==> src/rtl/seg_addr_pkg.sv <==
package seg_addr_pkg;

    typedef enum logic [1:0] {
        SEG_CODE  = 2'd0,
        SEG_DATA  = 2'd1,
        SEG_STACK = 2'd2,
        SEG_EXTRA = 2'd3
    } seg_id_e;

    typedef enum logic [2:0] {
        ACC_FETCH = 3'd0,
        ACC_DATA  = 3'd1,
        ACC_STACK = 3'd2,
        ACC_MSRC  = 3'd3,
        ACC_MDST  = 3'd4,
        ACC_FAR   = 3'd5
    } acc_kind_e;

    typedef enum logic [1:0] {
        RGN_RAM      = 2'd0,
        RGN_VIDEO    = 2'd1,
        RGN_CARD_ROM = 2'd2,
        RGN_SYS_ROM  = 2'd3
    } region_e;

    localparam int NUM_SEGS   = 4;
    localparam int SEL_W      = $clog2(NUM_SEGS);
    localparam int KIND_W     = 3;
    localparam int NIBBLE_W   = 4;

endpackage

==> src/rtl/seg_regfile.sv <==
module seg_regfile
    import seg_addr_pkg::*;
#(
    parameter int SEG_W = 16
) (
    input  logic                             clk,
    input  logic                             rst_n,
    input  logic                             wr_en,
    input  logic [SEL_W-1:0]                 wr_sel,
    input  logic [SEG_W-1:0]                 wr_data,
    input  logic                             far_en,
    input  logic [SEG_W-1:0]                 far_data,
    output logic [NUM_SEGS-1:0][SEG_W-1:0]   seg_o
);

    typedef logic [NUM_SEGS-1:0][SEG_W-1:0] bank_t;

    function automatic bank_t reset_image();
        bank_t img;
        for (int i = 0; i < NUM_SEGS; i++) begin
            img[i] = (i == int'(SEG_CODE)) ? {SEG_W{1'b1}} : {SEG_W{1'b0}};
        end
        return img;
    endfunction

    localparam bank_t RST_BANK = reset_image();

    bank_t bank_d, bank_q;

    always_comb begin
        bank_d = bank_q;
        if (wr_en) begin
            bank_d[wr_sel] = wr_data;
        end
        // a far-pointer load has priority over the write port
        if (far_en) begin
            bank_d[SEG_DATA] = far_data;
        end
    end

    always_ff @(posedge clk) begin
        if (!rst_n) begin
            bank_q <= RST_BANK;
        end else begin
            bank_q <= bank_d;
        end
    end

    assign seg_o = bank_q;

endmodule

==> src/rtl/seg_select.sv <==
module seg_select
    import seg_addr_pkg::*;
(
    input  logic [KIND_W-1:0] kind,
    input  logic              ovr_en,
    input  logic [SEL_W-1:0]  ovr_seg,
    output logic [SEL_W-1:0]  sel,
    output logic              legal,
    output logic              use_far
);

    always_comb begin
        sel     = SEG_DATA;
        legal   = 1'b1;
        use_far = 1'b0;
        unique case (kind)
            ACC_FETCH: sel = SEG_CODE;
            ACC_DATA:  sel = ovr_en ? ovr_seg : SEG_DATA;
            ACC_STACK: sel = ovr_en ? ovr_seg : SEG_STACK;
            ACC_MSRC:  sel = ovr_en ? ovr_seg : SEG_DATA;
            ACC_MDST:  sel = SEG_EXTRA;
            ACC_FAR: begin
                sel     = SEG_DATA;
                use_far = 1'b1;
            end
            default:   legal = 1'b0;
        endcase
    end

endmodule

==> src/rtl/phys_calc.sv <==
module phys_calc
    import seg_addr_pkg::*;
#(
    parameter int SEG_W  = 16,
    parameter int OFS_W  = 16,
    parameter int ADDR_W = 20
) (
    input  logic [SEG_W-1:0]  base,
    input  logic [OFS_W-1:0]  offset,
    output logic [ADDR_W-1:0] addr,
    output region_e           region
);

    localparam int SHIFT   = ADDR_W - SEG_W;
    localparam int OFS_PAD = ADDR_W - OFS_W;

    logic [ADDR_W-1:0]   base_sh;
    logic [ADDR_W-1:0]   ofs_ext;
    logic [NIBBLE_W-1:0] top;

    always_comb begin
        base_sh = {base, {SHIFT{1'b0}}};
        ofs_ext = {{OFS_PAD{1'b0}}, offset};
        addr    = base_sh + ofs_ext;   // carry past the top bit is dropped
        top     = addr[ADDR_W-1 -: NIBBLE_W];
        if (top < 4'hA) begin
            region = RGN_RAM;
        end else if (top < 4'hC) begin
            region = RGN_VIDEO;
        end else if (top < 4'hE) begin
            region = RGN_CARD_ROM;
        end else begin
            region = RGN_SYS_ROM;
        end
    end

endmodule

==> src/rtl/seg_addr_unit.sv <==
module seg_addr_unit
    import seg_addr_pkg::*;
#(
    parameter int SEG_W  = 16,
    parameter int OFS_W  = 16,
    parameter int ADDR_W = 20
) (
    input  logic              clk,
    input  logic              rst_n,
    input  logic              req_valid,
    input  logic [2:0]        req_kind,
    input  logic [OFS_W-1:0]  req_offset,
    input  logic              req_ovr_en,
    input  logic [1:0]        req_ovr_seg,
    input  logic [SEG_W-1:0]  req_far_seg,
    input  logic              wr_en,
    input  logic [1:0]        wr_sel,
    input  logic [SEG_W-1:0]  wr_data,
    output logic              out_valid,
    output logic [ADDR_W-1:0] out_addr,
    output logic [1:0]        out_region
);

    typedef struct packed {
        logic              valid;
        logic [ADDR_W-1:0] addr;
        region_e           region;
    } out_t;

    logic [NUM_SEGS-1:0][SEG_W-1:0] seg_bank;
    logic [SEL_W-1:0]               sel;
    logic                           legal;
    logic                           use_far;
    logic                           far_load;
    logic [SEG_W-1:0]               base;
    logic [ADDR_W-1:0]              addr_c;
    region_e                        region_c;
    out_t                           out_d, out_q;

    seg_select u_sel (
        .kind    (req_kind),
        .ovr_en  (req_ovr_en),
        .ovr_seg (req_ovr_seg),
        .sel     (sel),
        .legal   (legal),
        .use_far (use_far)
    );

    assign far_load = req_valid && use_far;

    seg_regfile #(.SEG_W(SEG_W)) u_regs (
        .clk      (clk),
        .rst_n    (rst_n),
        .wr_en    (wr_en),
        .wr_sel   (wr_sel),
        .wr_data  (wr_data),
        .far_en   (far_load),
        .far_data (req_far_seg),
        .seg_o    (seg_bank)
    );

    assign base = use_far ? req_far_seg : seg_bank[sel];

    phys_calc #(.SEG_W(SEG_W), .OFS_W(OFS_W), .ADDR_W(ADDR_W)) u_calc (
        .base   (base),
        .offset (req_offset),
        .addr   (addr_c),
        .region (region_c)
    );

    always_comb begin
        out_d       = out_q;
        out_d.valid = req_valid && legal;
        if (req_valid && legal) begin
            out_d.addr   = addr_c;
            out_d.region = region_c;
        end
    end

    always_ff @(posedge clk) begin
        if (!rst_n) begin
            out_q <= '0;
        end else begin
            out_q <= out_d;
        end
    end

    assign out_valid  = out_q.valid;
    assign out_addr   = out_q.addr;
    assign out_region = out_q.region;

endmodule

==> config.mk <==
export PLATFORM = sky130hd
export DESIGN_NAME = seg_addr_unit
export DESIGN_NICKNAME = d
export VERILOG_FILES = /design/src/rtl/seg_addr_pkg.sv /design/src/rtl/seg_regfile.sv /design/src/rtl/seg_select.sv /design/src/rtl/phys_calc.sv /design/src/rtl/seg_addr_unit.sv
export SDC_FILE = /design/constraint.sdc
export NUM_CORES = 1
export LEC_CHECK = 0
export ABC_AREA = 1
export CAP_MARGIN = 10
export CORE_MARGIN = 4
export CORE_UTILIZATION = 49
export CTS_BUF_LIST = sky130_fd_sc_hd__clkbuf_4 sky130_fd_sc_hd__clkbuf_8
export DETAILED_ROUTE_END_ITERATION = 7
export PLACE_DENSITY = 0.82
export SETUP_SLACK_MARGIN = 0.05
export SLEW_MARGIN = 20
export SYNTH_ARGS = -nofsm -noshare
export SYNTH_HDL_FRONTEND = slang
export SYNTH_SLANG_ARGS = --single-unit
==> constraint.sdc <==
create_clock -name clk -period 3.4 [get_ports clk]
set_clock_uncertainty 0.1 [all_clocks]
set_input_delay 0.85 -clock clk [delete_from_list [all_inputs] [get_ports clk]]
set_output_delay 0.85 -clock clk [all_outputs]
set_load 0.03 [all_outputs]
==> results.sh, run 1 <==
export IMPL_syn_to_final_growth_pct=36.00
export IMPL_drt_iter0_markers=436
export IMPL_m1WireLength_mm=5.635
export IMPL_rrSetupSlack_ns=0.94
export IMPL_slowest_delay_ns=0.30
export IMPL_dpl_cell_count=866
export IMPL_avgSynthCellArea_um2=7.041
export IMPL_clk_pin_slew_ns=0.09
export IMPL_die_h_um=105.2
export IMPL_crit_chain="clkbuf_2 -> inv_2 -> a21oi_4 -> nand2_8 -> buf_12 -> buf_4 -> nand2_1 -> nand3_1 -> nand3_1 -> nand2_1 -> ha_4 -> nand3_1 -> nand2_2 -> nand3_1 -> nand3_2 -> nand4_4 -> nand2_2 -> nand3_1 -> nand2_2 -> nand3_2 -> a21oi_2"
export IMPL_ir_drop_mv=0.2667
export IMPL_fin_nets=850
export IMPL_syn_area_um2=4626
export IMPL_groute_usage_overall_pct=25.89
export IMPL_fillers=732
export IMPL_crit_start="req_ovr_en"
export IMPL_hold_ws_ns=0.3599
export IMPL_hp_class="reg -> reg"
export IMPL_tightest_slew_ns=0.8056
export IMPL_rr_startpoint="u_regs.seg_o[20]"
export IMPL_coreArea_um2=9196
export IMPL_fin_crit_sh_pct=95.43
export IMPL_synth_edf_count=0
export IMPL_routedWlPerCell_um=16.46
export IMPL_grt_pass1_vias=4937
export IMPL_end_kind="register"
export IMPL_hold_viol=0
export IMPL_dieArea_um2=11060
export IMPL_crit_fanout=5
export IMPL_rows=35
export IMPL_fin_cells=891
export IMPL_crit_arrival_ns=3.43
export IMPL_drive_gt1_share_pct=19.10
export IMPL_start_kind="input port"
export IMPL_wl_met2_mm=7.557
export IMPL_via_per_inst=5.569
export IMPL_fin_setup_tns_ns=0
export IMPL_drv_cap=0
export IMPL_gp_congestion=0.9264
export IMPL_antenna_found_initial=0
export IMPL_relSlewSlack_pct=45.96
export IMPL_cts_max_level=3
export IMPL_maxSlewViolCount=0
export IMPL_p_per_area_nw_per_um2=424.4
export IMPL_clock_fmax_mhz=308.2
export IMPL_async_flop_share_pct=0
export IMPL_fin_area_um2=6291
export IMPL_routed_top_layer="met4"
export IMPL_die_x_um=105.2
export IMPL_setup_slack_ns=0.1554
export IMPL_wl_met3_um=993
export IMPL_holdBufCountCts=0
export IMPL_vias=4962
export IMPL_place_area_um2=5827
export IMPL_fin_util_pct=68.41
export IMPL_initial_utilization_pct=50.30
export IMPL_min_period_ns=3.245
export IMPL_r2r_end="out_region[1]"
export IMPL_syn_nets=730
export IMPL_crit_top_cell="nand3_1"
export IMPL_yosysUniqueCellTypes=37
export IMPL_portBuffers=82
export IMPL_outcome="completed"
export IMPL_setup_worst_path_class="in -> reg"
export IMPL_cp_slowest_cell="ha_4"
export IMPL_leakage_nw=2.759
export IMPL_grt_max_degree=62
export IMPL_ys_seq_area_share_pct=37.65
export IMPL_wl_mm=14.67
export IMPL_power_total_mw=2.670
export IMPL_tritoncts="done"
export IMPL_worstPathRequired_ns=3.58
export IMPL_gr_total_overflow=0
export IMPL_cts_buffer_depth=2
export IMPL_setup_violations=0
export IMPL_ff2ff_path_depth=16
export IMPL_dp_slack_ns=-0.7105
export IMPL_crit_end="out_region[1]"
export IMPL_n_antenna_cell=0
export IMPL_drtPass1Iterations=5
export IMPL_clockRootBuffer="clkbuf_8"
export IMPL_ys_ff_latch=87
export IMPL_ant_nets=0
export IMPL_clock_sinks=87
export IMPL_grt_pass1_wl_mm=23.05
export IMPL_clock_latency_ns=0.37
export IMPL_dp_hpwl_mm=10.20
export IMPL_cts_inserted_buffers=9
export IMPL_synth_ff_type="dfxtp_1"
export IMPL_route_detailed_drc=0
export IMPL_syn_inst=657
export IMPL_ios=83
export IMPL_yosysWarningCount=0
Yosys cell counts (2+ instances only):
master      n  area, µm²
a211oi_1   10      75.07
buf_1       2      7.510
nand2_4     4      45.04
o21ai_0    70      350.3
nand2_2     7      43.79
nand2_1   123      461.7
o221ai_1    3      26.28
dfxtp_1    87       1742
nor2_1     67      251.5
xnor2_1     4      35.03
a21o_1      4      30.03
o21ai_1     4      20.02
inv_2       7      26.28
clkbuf_1   26      97.59
a21oi_1    50      250.2
ha_1       12      150.1
buf_2       4      20.02
inv_4       2      12.51
nand3_1    45      225.2
nand3_2     5      50.05
o211ai_1   27      202.7
a31oi_1     4      25.02
xor2_1      3      26.28
nor2_4      2      22.52
o211ai_2    3      37.54
inv_1      68      255.2
nor2_2      4      25.02
layout by cell type, fill, tap and decap left out, types with 5 or more instances in the layout:
cell type	synthesis	final
a211oi_1	10	10
nand3_1	45	40
nor2_1	67	66
inv_2	7	8
dfxtp_1	87	87
nand2_4	4	5
o211ai_1	27	27
o21ai_1	4	8
nand2_1	123	117
clkbuf_8	0	9
a21oi_2	0	6
nand2_2	7	12
nand3_2	5	10
o21ai_0	70	61
buf_4	0	52
inv_1	68	67
o21ai_2	0	5
a21oi_1	50	43
ha_1	12	7
clkdlybuf4s50_1	0	76
cell type report:
| class | count | area [µm²] | share of cell area [%] |
|---|---|---|---|
| inverters | 78 | 321.6 | 5.111 |
| clock buffers | 10 | 131.4 | 2.088 |
| multi-input cells | 460 | 2640 | 41.96 |
| clock inverters | 4 | 25.02 | 0.3978 |
| repair buffers | 138 | 1259 | 20.01 |
| repair inverters | 3 | 33.78 | 0.5370 |
| well taps | 111 | 138.9 | 2.208 |
| flip-flops and latches | 87 | 1742 | 27.68 |
report_power, final:
part           internal, mW  total (mW)  leakage, nW  switching (mW)
clock                 0.263       0.639       0.0774           0.376
combinational         0.411       0.915         1.97           0.503
sequential             1.09        1.12        0.715          0.0308
per-layer routing:
layer	GRT usage, %	vias to the layer above
li1	-	2422
met1	30.34	2298
met2	45.60	203
met3	4.571	39
met4	12.18	0
met5	0	-
logic make-up (layout without fill, tap and decap cells):
| logic type | Yosys count | in the layout | synth area share (%) |
|---|---|---|---|
| buf+inv | 111 | 233 | 9.467 |
| simple gates | 263 | 264 | 25.53 |
| flops | 87 | 87 | 37.65 |
| xor+xnor | 7 | 7 | 1.325 |
| fa+ha+maj | 13 | 13 | 3.679 |
| compound gates | 176 | 176 | 22.34 |
worst max-delay path: cells and delay by family:
family	cells	cell delay, ns
and+or+nand+nor	14	1.43
AOI/OAI and AO/OA	2	0.36
buffers and inverters	4	0.48
adders and majority gates	1	0.30
state kept, by name, indices dropped and copies added (netlist names):
name,cells
out_addr,20
out_region,2
out_valid,1
u_regs.seg_o,64
how the worst min path moves through the flow:
| stage | start | end | slack, ns | cells past startpoint |
|---|---|---|---|---|
| floorplan | u_regs.seg_o[0] | u_regs.seg_o[0] | 0.33 | 2 |
| global placement | u_regs.seg_o[5] | u_regs.seg_o[5] | 0.34 | 2 |
| detailed placement | u_regs.seg_o[5] | u_regs.seg_o[5] | 0.35 | 2 |
| CTS | u_regs.seg_o[58] | u_regs.seg_o[58] | 0.36 | 2 |
| global route | out_region[0] | out_region[0] | 0.39 | 2 |
| finish | u_regs.seg_o[58] | u_regs.seg_o[58] | 0.36 | 2 |
repair_timing:
action,4_1_cts,5_1_grt
endpoints found under the setup margin,13,11
gates resized for setup,31,39
buffers inserted,4,3
pin swaps,13,26
gates cloned,1,3
Note: power is estimated with default switching activity, not from simulation.
==> run 2: changes to the inputs <==
--- a/config.mk
+++ b/config.mk
@@ -6,7 +6,6 @@
 export NUM_CORES = 1
 export LEC_CHECK = 0
 export ABC_AREA = 1
-export CAP_MARGIN = 10
 export CORE_MARGIN = 4
 export CORE_UTILIZATION = 49
 export CTS_BUF_LIST = sky130_fd_sc_hd__clkbuf_4 sky130_fd_sc_hd__clkbuf_8
==> results of run 2 <==
Same layout as run 1: the final DEF is identical, and so are final timing and power.
